$ cat src/rtl/sport_pkg.sv
package sport_pkg;
   // one-cycle strobes marking bit-clock transitions
   typedef struct packed {
      logic rise;
      logic fall;
   } sck_ev_t;
endpackage

$ cat src/rtl/sport_sync.sv
module sport_sync #(
   parameter int W      = 1,
   parameter int STAGES = 2
)(
   input  logic         clk,
   input  logic         rst_n,
   input  logic [W-1:0] d,
   output logic [W-1:0] q
);
   if (STAGES < 2) begin : g_bad_stages
      $error("sport_sync: STAGES must be at least 2");
   end

   for (genvar g = 0; g < STAGES; g++) begin : g_stage
      logic [W-1:0] r;
      if (g == 0) begin : g_first
         always_ff @(posedge clk or negedge rst_n)
            if (!rst_n) r <= '0;
            else        r <= d;
      end else begin : g_next
         always_ff @(posedge clk or negedge rst_n)
            if (!rst_n) r <= '0;
            else        r <= g_stage[g-1].r;
      end
   end

   assign q = g_stage[STAGES-1].r;
endmodule

$ cat src/rtl/sport_fifo.sv
module sport_fifo #(
   parameter int  DW    = 16,
   parameter int  DEPTH = 16,
   localparam int AW    = $clog2(DEPTH),
   localparam int LW    = $clog2(DEPTH + 1)
)(
   input  logic          clk,
   input  logic          rst_n,
   input  logic          push,
   input  logic [DW-1:0] wdata,
   input  logic          pop,
   output logic [DW-1:0] rdata,
   output logic          full,
   output logic          empty,
   output logic [LW-1:0] level
);
   if ((DEPTH < 4) || ((DEPTH & (DEPTH - 1)) != 0)) begin : g_bad_depth
      $error("sport_fifo: DEPTH must be a power of two, at least 4");
   end

   logic [DW-1:0] store [DEPTH];
   logic [AW-1:0] wp, rp;
   logic          do_wr, do_rd;

   assign full  = (level == LW'(DEPTH));
   assign empty = (level == '0);
   assign do_wr = push & ~full;
   assign do_rd = pop & ~empty;
   assign rdata = store[rp];

   always_ff @(posedge clk)
      if (do_wr) store[wp] <= wdata;

   always_ff @(posedge clk or negedge rst_n) begin
      if (!rst_n) begin
         wp    <= '0;
         rp    <= '0;
         level <= '0;
      end else begin
         if (do_wr) wp <= wp + 1'b1;
         if (do_rd) rp <= rp + 1'b1;
         case ({do_wr, do_rd})
            2'b10:   level <= level + 1'b1;
            2'b01:   level <= level - 1'b1;
            default: level <= level;
         endcase
      end
   end
endmodule

$ cat src/rtl/sport_bitclk.sv
module sport_bitclk
   import sport_pkg::*;
#(
   parameter int  DW   = 16,
   parameter int  DIVW = 8,
   localparam int PW   = $clog2(DW)
)(
   input  logic            clk,
   input  logic            rst_n,
   input  logic            master,
   input  logic [DIVW-1:0] div,
   input  logic            tx_en,
   input  logic            rx_en,
   input  logic            sck_s,
   input  logic            txfs_s,
   input  logic            rxfs_s,
   output logic            sck_o,
   output logic            txfs_o,
   output logic            rxfs_o,
   output sck_ev_t         ev,
   output logic            txfs_use,
   output logic            rxfs_use
);
   logic [DIVW-1:0] div_cnt;
   logic [PW-1:0]   ph;
   logic            sck_prev, tick, last;

   assign tick = master & (div_cnt == div);
   assign last = (ph == PW'(DW - 1));

   always_ff @(posedge clk or negedge rst_n) begin
      if (!rst_n) begin
         div_cnt  <= '0;
         sck_o    <= 1'b0;
         ph       <= '0;
         txfs_o   <= 1'b0;
         rxfs_o   <= 1'b0;
         sck_prev <= 1'b0;
      end else begin
         sck_prev <= sck_s;
         if (!master) begin
            div_cnt <= '0;
            sck_o   <= 1'b0;
            ph      <= '0;
            txfs_o  <= 1'b0;
            rxfs_o  <= 1'b0;
         end else if (tick) begin
            div_cnt <= '0;
            sck_o   <= ~sck_o;
            if (sck_o) begin
               // falling edge: advance frame phase, launch syncs
               ph     <= last ? '0 : ph + 1'b1;
               txfs_o <= tx_en & last;
               rxfs_o <= rx_en & last;
            end
         end else begin
            div_cnt <= div_cnt + 1'b1;
         end
      end
   end

   always_comb begin
      if (master) begin
         ev.rise  = tick & ~sck_o;
         ev.fall  = tick & sck_o;
         txfs_use = txfs_o;
         rxfs_use = rxfs_o;
      end else begin
         ev.rise  = sck_s & ~sck_prev;
         ev.fall  = ~sck_s & sck_prev;
         txfs_use = txfs_s;
         rxfs_use = rxfs_s;
      end
   end
endmodule

$ cat src/rtl/sport_duplex.sv
module sport_duplex
   import sport_pkg::*;
#(
   parameter int  DW          = 16,
   parameter int  DEPTH       = 16,
   parameter int  DIVW        = 8,
   parameter int  SYNC_STAGES = 2,
   localparam int LW          = $clog2(DEPTH + 1)
)(
   input  logic            clk,
   input  logic            rst_n,
   input  logic            master,
   input  logic [DIVW-1:0] clk_div,
   input  logic            tx_en,
   input  logic            rx_en,
   input  logic            tx_push,
   input  logic [DW-1:0]   tx_wdata,
   output logic            tx_full,
   output logic            tx_empty,
   output logic [LW-1:0]   tx_level,
   output logic            irq_tx_half,
   output logic            tx_underrun,
   input  logic            rx_pop,
   output logic [DW-1:0]   rx_rdata,
   output logic            rx_full,
   output logic            rx_empty,
   output logic [LW-1:0]   rx_level,
   output logic            irq_rx_half,
   output logic            rx_overrun,
   input  logic            sck_i,
   output logic            sck_o,
   input  logic            txfs_i,
   output logic            txfs_o,
   input  logic            rxfs_i,
   output logic            rxfs_o,
   input  logic            sdi,
   output logic            sdo
);
   localparam int HALF = DEPTH / 2;
   localparam int CW   = $clog2(DW + 1);

   if (DW < 2) begin : g_bad_dw
      $error("sport_duplex: DW must be at least 2");
   end
   if (DIVW < 1) begin : g_bad_divw
      $error("sport_duplex: DIVW must be at least 1");
   end

   // slave-side inputs, all delayed equally so their alignment holds
   logic [3:0] pin_s;
   sport_sync #(.W(4), .STAGES(SYNC_STAGES)) u_sync (
      .clk (clk), .rst_n (rst_n),
      .d   ({sck_i, txfs_i, rxfs_i, sdi}),
      .q   (pin_s)
   );

   sck_ev_t ev;
   logic    txfs_use, rxfs_use, sdi_use;

   sport_bitclk #(.DW(DW), .DIVW(DIVW)) u_bitclk (
      .clk (clk), .rst_n (rst_n), .master (master), .div (clk_div),
      .tx_en (tx_en), .rx_en (rx_en),
      .sck_s (pin_s[3]), .txfs_s (pin_s[2]), .rxfs_s (pin_s[1]),
      .sck_o (sck_o), .txfs_o (txfs_o), .rxfs_o (rxfs_o),
      .ev (ev), .txfs_use (txfs_use), .rxfs_use (rxfs_use)
   );

   // master timing is internal, so its data input needs no extra delay
   assign sdi_use = master ? sdi : pin_s[0];

   // ---------------- transmit ----------------
   logic [DW-1:0] tx_head, tx_sh;
   logic [CW-1:0] tx_cnt;
   logic          tx_start, tx_take;

   assign tx_start = ev.rise & txfs_use;
   assign tx_take  = tx_start & ~tx_empty;

   sport_fifo #(.DW(DW), .DEPTH(DEPTH)) u_txq (
      .clk (clk), .rst_n (rst_n),
      .push (tx_push), .wdata (tx_wdata),
      .pop (tx_take), .rdata (tx_head),
      .full (tx_full), .empty (tx_empty), .level (tx_level)
   );

   always_ff @(posedge clk or negedge rst_n) begin
      if (!rst_n) begin
         tx_sh       <= '0;
         tx_cnt      <= '0;
         sdo         <= 1'b0;
         tx_underrun <= 1'b0;
      end else begin
         tx_underrun <= tx_start & tx_empty;
         if (tx_start) begin
            tx_cnt <= CW'(DW);
            tx_sh  <= tx_empty ? '0 : tx_head;
         end else if (ev.fall) begin
            if (tx_cnt != '0) begin
               sdo    <= tx_sh[DW-1];
               tx_sh  <= {tx_sh[DW-2:0], 1'b0};
               tx_cnt <= tx_cnt - 1'b1;
            end else begin
               sdo <= 1'b0;
            end
         end
      end
   end

   // ---------------- receive ----------------
   logic [DW-2:0] rx_sh;
   logic [DW-1:0] rx_word;
   logic [CW-1:0] rx_cnt;
   logic          rx_done;

   assign rx_word = {rx_sh, sdi_use};
   assign rx_done = ev.rise & (rx_cnt == CW'(1));

   sport_fifo #(.DW(DW), .DEPTH(DEPTH)) u_rxq (
      .clk (clk), .rst_n (rst_n),
      .push (rx_done), .wdata (rx_word),
      .pop (rx_pop), .rdata (rx_rdata),
      .full (rx_full), .empty (rx_empty), .level (rx_level)
   );

   always_ff @(posedge clk or negedge rst_n) begin
      if (!rst_n) begin
         rx_sh      <= '0;
         rx_cnt     <= '0;
         rx_overrun <= 1'b0;
      end else begin
         rx_overrun <= rx_done & rx_full;
         if (ev.rise) begin
            if (rx_cnt != '0) begin
               rx_sh  <= rx_word[DW-2:0];
               rx_cnt <= rx_cnt - 1'b1;
            end
            if (rxfs_use) rx_cnt <= CW'(DW);
         end
      end
   end

   assign irq_tx_half = (tx_level <= LW'(HALF));
   assign irq_rx_half = (rx_level >= LW'(HALF));
endmodule

$ cat config.mk
export PLATFORM = sky130hd
export DESIGN_NAME = sport_duplex
export DESIGN_NICKNAME = d
export VERILOG_FILES = /design/src/rtl/sport_pkg.sv /design/src/rtl/sport_sync.sv /design/src/rtl/sport_fifo.sv /design/src/rtl/sport_bitclk.sv /design/src/rtl/sport_duplex.sv
export SDC_FILE = /design/constraint.sdc
export NUM_CORES = 1
export LEC_CHECK = 0
export BUFFER_PORTS_ARGS = -buffer_cell sky130_fd_sc_hd__buf_2
export CELL_PAD_IN_SITES_DETAIL_PLACEMENT = 2
export CELL_PAD_IN_SITES_GLOBAL_PLACEMENT = 2
export CORE_MARGIN = 2
export CORE_UTILIZATION = 44
export CTS_CLUSTER_DIAMETER = 40
export DETAILED_ROUTE_END_ITERATION = 16
export GPL_ROUTABILITY_DRIVEN = 0
export PLACE_DENSITY_LB_ADDON = 0.08
export SLEW_MARGIN = 20
export SYNTH_ARGS = -nofsm -noshare
export SYNTH_HDL_FRONTEND = slang
export SYNTH_SLANG_ARGS = --single-unit
$ cat constraint.sdc
create_clock -name clk -period 3.44 [get_ports clk]
set_input_delay 0.172 -clock clk [delete_from_list [all_inputs] [get_ports clk]]
set_output_delay 0.172 -clock clk [all_outputs]
set_load 0.01 [all_outputs]
== Yosys cells after proc, flatten, opt, wreduce, memory -nomap -nowiden ==
Memories as Yosys holds them, arrays and structs flattened.
Cells that the tools add are included.

* Logic and storage cells: 120
* Memory bits (writable): 512
* Output and inout bits: 38
* Register bits: 94
* Memories kept: 2
* Input bits: 35

{| class="wikitable"
|+ Memory list
! memory !! depth !! width !! read ports !! clocked after memory_dff !! write ports !! line !! RTL
|-
| u_rxq.store || 16 || 16 || 1 || 0 || 1 || sport_fifo.sv:21 || <nowiki>logic [DW-1:0] store [DEPTH];</nowiki>
|-
| u_txq.store || 16 || 16 || 1 || 0 || 1 || sport_fifo.sv:21 ||
|}

* Bitwise logic cells: 24
* Equal/unequal tests: 11
* $lt $le $gt $ge: 2
* Reductions and logical operators: 14
* Add/subtract/negate cells: 12
* Multiplexer cells: 34

{| class="wikitable"
|+ Operators with widths
! kind !! count
|-
| $mux W16 || 4
|-
| $mux W5 || 5
|-
| $add A4 B1 Y4 const B || 5
|-
| $pmux W5 S2 || 2
|-
| $sub A5 B1 Y5 const B || 4
|-
| $and A1 B1 Y1 || 16
|-
| $mux W1 || 16
|-
| $mux W4 || 4
|-
| $mux W8 || 2
|-
| $add A5 B1 Y5 const B || 2
|-
| $eq A5 B5 Y1 const B || 2
|-
| $logic_not A5 Y1 || 2
|-
| $reduce_and A2 Y1 || 5
|-
| $reduce_bool A2 Y1 || 5
|-
| $reduce_bool A5 Y1 || 2
|-
| $add A8 B1 Y8 const B || 1
|-
| $eq A8 B8 Y1 || 1
|-
| $not A1 Y1 || 8
|-
| $eq A5 B1 Y1 const B || 1
|-
| $ge A5 B4 Y1 const B || 1
|-
| $le A5 B4 Y1 const B || 1
|-
| $eq A2 B1 Y1 const B || 2
|-
| $eq A2 B2 Y1 const B || 2
|-
| $eq A4 B4 Y1 const B || 1
|-
| 2 further kinds || 3
|}

== Logic depth before layout (Yosys ltp) ==
* Depth after elaboration: 9
* Mapped depth: 14
* Mapped depth without buffers: 13

== Modules after synthesis ==
A second synthesis with hierarchy kept.

* Cells, all modules: 1402
* Area, all modules: 25030.3 um^2

{| class="wikitable"
|+ By module, submodules not included
! module !! times used !! sequential area each (um^2) !! cells each !! area an instance (um^2)
|-
| sport_fifo || 2 || 8012.7 || 555 || 10895.4
|-
| sport_duplex || 1 || 1101.1 || 191 || 2077.0
|-
| sport_bitclk || 1 || 400.4 || 93 || 962.2
|-
| sport_sync || 1 || 200.2 || 8 || 200.2
|}

== Worst setup path before layout ==
OpenSTA, ideal clock, no wires.

* Path type: reg-to-reg
* Start: reg u_bitclk.div_cnt[2]
* End: mem u_rxq.store[3][0] (enable)
* Required time: 3.031 ns
* Period minus slack after synthesis: 3.256 ns
* Setup time: 0.409 ns
* Arrival: 2.847 ns
* Path slack: 0.184 ns
* Cell stages (with the launch flop): 7
* Buffers on the path: 0
* Cells stage by stage: dfrtp_1 > xor2_1 > nor4_1 > a31oi_2 > nor3_2 > nand2_1 > nor3_1

* Word-level cells in the longest chain between the ends: 8

{| class="wikitable"
|+ Ends and longest elaborated chain
! item !! line !! RTL
|-
| start, declared || sport_bitclk.sv:24 || <nowiki>logic [DIVW-1:0] div_cnt;</nowiki>
|-
| start signal, assigned || sport_bitclk.sv:57 || <nowiki>div_cnt <= div_cnt + 1'b1;</nowiki>
|-
| $eq A8 B8 Y1 || sport_bitclk.sv:28 || <nowiki>assign tick = master & (div_cnt == div);</nowiki>
|-
| $and A1 B1 Y1 || sport_bitclk.sv:28 ||
|-
| $and A1 B1 Y1 || sport_bitclk.sv:64 || <nowiki>ev.rise = tick & ~sck_o;</nowiki>
|-
| $mux W2 || sport_bitclk.sv:63 || <nowiki>if (master) begin</nowiki>
|-
| $and A1 B1 Y1 || sport_duplex.sv:116 || <nowiki>assign rx_done = ev.rise & (rx_cnt == CW'(1));</nowiki>
|-
| $and A1 B1 Y1 || sport_fifo.sv:27 || <nowiki>assign do_wr = push & ~full;</nowiki>
|-
| $mux W1 || sport_fifo.sv:32 || <nowiki>if (do_wr) store[wp] <= wdata;</nowiki>
|-
| $mux W1 (not written as such) || sport_fifo.sv:32 ||
|-
| end, declared || sport_fifo.sv:21 ||
|}

No other way between the ends.

== Final worst setup path ==
* Start: reg u_bitclk.div_cnt[2]
* End: reg u_rxq.level[4]

* Word-level cells in the longest chain between the ends: 8
* Elaborated cells on any way between the ends: 10
* Those cells by class: eq/ne (3); mux (2); bitwise (4); reduce/logical (1)

{| class="wikitable"
|+ Ends and longest elaborated chain
! item !! line !! RTL
|-
| $eq A8 B8 Y1 (*) || sport_bitclk.sv:28 ||
|-
| $and A1 B1 Y1 (*) || sport_bitclk.sv:28 ||
|-
| $and A1 B1 Y1 (*) || sport_bitclk.sv:64 ||
|-
| $mux W2 (*) || sport_bitclk.sv:63 ||
|-
| $and A1 B1 Y1 (*) || sport_duplex.sv:116 ||
|-
| $and A1 B1 Y1 (*) || sport_fifo.sv:27 ||
|-
| $eq A2 B1 Y1 or $eq A2 B2 Y1 (tied branches) || sport_fifo.sv:42 || <nowiki>case ({do_wr, do_rd})</nowiki>
|-
| $pmux W5 S2 or $reduce_bool A2 Y1 (tied branches) || -- ||
|-
| end signal, assigned || sport_fifo.sv:43 || <nowiki>2'b10: level <= level + 1'b1;</nowiki>
|-
| end signal, assigned || sport_fifo.sv:44 || <nowiki>2'b01: level <= level - 1'b1;</nowiki>
|-
| end signal, assigned || sport_fifo.sv:45 || <nowiki>default: level <= level;</nowiki>
|-
| end, declared || sport_fifo.sv:15 || <nowiki>output logic [LW-1:0] level</nowiki>
|}

Every way passes the cells marked *; elsewhere a longest branch is shown, timed or not.
A chain may end at the register's enable or synchronous reset.

==> impl_results.md <==
- Status: completed
- Synthesis-stage register bit count: 606
- Critical path class: reg2reg
- Cell Count Post-Placement: 1983
- CP top delay family: adder cells
- Hold path start: rx_pop
- CTS tree: yes
- Finished Layout Cells: 2180
- Final Skew: 0.0204 ns
- Routed via count: 12319
- DR pass1 iterations: 5
- Post-Syn Instances: 1208
- Most Frequent Cell on Critical Path: xor2_1
- DR WL met2: 33.0 mm
- Crit path launch: u_bitclk.div_cnt[2]
- Worst Path Arrival: 3.60 ns
- Hold Fails Final Rpt: 0
- Mapped Area: 24000 um^2
- Initial DRC Count: 684
- RSZ-0062 raised after global routing: false
- Final Cycle Share: 90.1%
- Sequential element share of the synthesized area: 74.0%
- Util after Layout: 53.9%
- GRT Resource Usage Total: 22.9%
- Largest net degree at the start of global routing: 55
- Post-synth ARST share: 15.5%
- Crit path largest cell delay: 0.44 ns
- Top Layer Used: met5
- Post-route ant nets: 0
- Cts bufs inserted: 90
- Residual DRC count: 0
- Number of max-cap violations: 0
- Detail Route met3 WL: 2.25 mm
- Least-Margin Pin Slew: 0.802 ns
- Max Clock Freq: 323 MHz
- P&R area growth vs syn: 21.1%
- Initial antenna violation count: 2
- Number of synthesized flops with an enable pin: 512
- Routed len/inst: 28.5 um
- Critical Path Start Type: flop
- Clock root cell: clkbuf_16
- Post_cts resized: 0
- Final Slew Violations: 0
- Final setup TNS: 0 ns
- Core Rows: 85
- Longest Clk Path Bufs: 3
- Min Tclk post-route: 3.10 ns
- Starting Density: 44.5%
- Unique cell type count in the Yosys netlist: 55
- Pwr Density: 845 nW/um^2
- Post-synthesis net count: 1268
- Via count of the first global-routing pass: 14042
- Vias/cell: 5.65
- Clock latency on the worst-skew pair: 0.63 ns
- Hpwl dp: 37.3 mm
- CP max stage cell: dfrtp_1
- Clk sinks: 606
- Die ar.: 56400 um^2
- CP cell instances: xor2_1 > nor4_1 > a31oi_2 > nor3_2 > inv_1 > ha_1 > fa_1 > a21o_1 > a21oi_1 > xor2_1 > nor2_1 > xor2_1
- Nature of the critical path endpoint: flop
- Worst hold path type: in2reg
- CP Buf/Inv Count: 1
- Port bufs: 72
- Ports: 73
- # H-tree levels: 3
- Average size of a mapped cell: 19.8 um^2
- Top FF cell, synth: edfxtp_1
- Slew margin rel.: 46.5%
- Layout cell share with drive strength beyond 1: 34.3%
- P_leak: 10.2 nW
- First-pass GRT wire length: 93.9 mm
- Synth warn: 0
- Routed wire length: 62.1 mm
- Placeable Area: 53800 um^2
- CP Max Fanout: 8
- Final setup fails: 0
- Worst-path clk slew: 0.06 ns
- Wl on met1: 25.5 mm
- Nets: 1466
- Die X: 237 um
- Max VDD drop: 524 uV
- Total gr overflow: 0
- Worst Path Required: 3.94 ns
- Overall Power: 24.5 mW
- RR Startpoint: u_bitclk.div_cnt[2]
- Die height: 237 um
sequential cells by signal, summed over array words and instances (netlist names), 4 cells and up:
register and count:
u_rxq.store 256, u_txq.store 256, tx_sh 16, rx_sh 15, u_bitclk.div_cnt 8, rx_cnt 5, tx_cnt 5, u_rxq.level 5
u_txq.level 5, u_bitclk.ph 4, u_rxq.rp 4, u_rxq.wp 4, u_sync.g_stage.r 4, u_sync.q 4, u_txq.rp 4, u_txq.wp 4
worst register-to-register path, cell delays in order, from the launching register on:
cell,delay (ns)
dfrtp_1,0.44
xor2_1,0.20
nor4_1,0.36
a31oi_2,0.26
nor3_2,0.20
inv_1,0.07
ha_1,0.26
fa_1,0.44
a21o_1,0.21
a21oi_1,0.17
xor2_1,0.16
nor2_1,0.07
xor2_1,0.14
synthesized netlist by cell type, types with 9 or more instances:
library cell  count  area share, %
inv_1            16           0.25
nand2_1          31           0.49
dfrtp_1          94            9.8
a21oi_1          13           0.27
mux2i_1          31            1.3
xnor2_1          19           0.69
a21o_1           11           0.34
buf_1             9           0.14
ha_1             24            1.3
buf_2            13           0.27
edfxtp_1        512             64
clkbuf_1         30           0.47
o21ai_0          36           0.75
nor3_1           11           0.23
mux4_2          136             13
xor2_1           23           0.84
mux2_2           29            1.4
nor2_1           52           0.81
nand3_1          12           0.25
area by class of cell:
cell class	count	area [um^2]
diodes	1	2.50
clock buffers	103	2400
clock inverters	66	742
fillers	4608	24800
inverters	17	63.8
multi-input cells	529	6020
flip-flops and latches	606	17700
well taps	696	871
repair buffers	162	1180
per-stage QoR:
| step | worst slack [ns] | cell area [um^2] | hold slack, ns |
|---|---|---|---|
| floorplan | 0.184 | 24000 | -0.124 |
| global route | 0.0450 | 29000 | 0.0706 |
| detailed placement | 0.346 | 25600 | 0.283 |
| CTS | 0.0432 | 29000 | 0.0344 |
| global placement | 0.360 | 25600 | 0.280 |
| finish | 0.341 | 29000 | 0.0555 |
where the power goes:
group	leakage, nW	internal [mW]	total (mW)	switching [mW]
sequential	5.87	8.82	9.70	0.882
clock	1.53	5.92	9.45	3.54
combinational	2.82	2.66	5.36	2.69
cell families (layout without fill, tap and decap cells):
family,after synthesis,after routing,share of synthesized area [%]
DFF,606,606,74.0
muxes,196,196,15.4
and+or+nand+nor,154,154,3.16
AOI/OAI and AO/OA,112,112,3.24
buffers and inverters,73,348,1.33
xor gates and xnor gates,42,42,1.53
adders and majority gates,25,25,1.34
other,0,1,0
cells in the final DEF, fill, tap and decap left out, types with 6 or more instances in the layout:
cell type / netlist / layout
dfrtp_1: 94 / 90
buf_4: 3 / 59
mux2i_1: 31 / 31
mux2_2: 29 / 29
ha_1: 24 / 24
xor2_1: 23 / 23
clkinv_4: 0 / 7
inv_1: 16 / 16
clkinv_2: 0 / 20
nand2_1: 31 / 31
nor2_2: 0 / 24
o2bb2ai_1: 7 / 7
a21o_1: 11 / 11
buf_2: 13 / 71
a221oi_1: 8 / 8
bufinv_16: 0 / 11
a2bb2oi_1: 8 / 8
nor2_1: 52 / 28
inv_6: 0 / 11
edfxtp_1: 512 / 512
clkbuf_8: 0 / 6
nor2b_1: 6 / 6
nor3_2: 1 / 9
a22oi_1: 8 / 8
clkinvlp_4: 0 / 12
nand3_1: 12 / 12
buf_12: 1 / 6
nand4_1: 7 / 7
mux4_2: 136 / 136
dlygate4sd3_1: 0 / 26
o21ai_0: 36 / 36
xnor2_1: 19 / 19
a21oi_1: 13 / 13
clkbuf_16: 0 / 92
final timing paths:
path / end / slack [ns] / cells past startpoint
setup / recovery: u_rxq.level[4] / 0.34 / 12
min in group asynchronous: rx_sh[10] / 0.17 / 2
hold / removal: u_rxq.rp[0] / 0.06 / 3
hold reg to reg: u_sync.q[1] / 0.34 / 0
setup reg to reg: u_rxq.level[4] / 0.34 / 12
max in group asynchronous: u_txq.level[4] / 2.40 / 3
routing by layer:
layer / global-route usage [%] / vias up
met3: 3.91 / 96
met2: 40.7 / 243
met5: 0 / -
met4: 6.78 / 4
met1: 28.8 / 6666
li1: - / 5310
repair_timing:
action,CTS,global route
endpoints found under the setup margin,0,2
setup buffers,0,1
hold buffers,26,0
endpoints found under the hold margin,319,0
(Power assumes the default switching activity.)
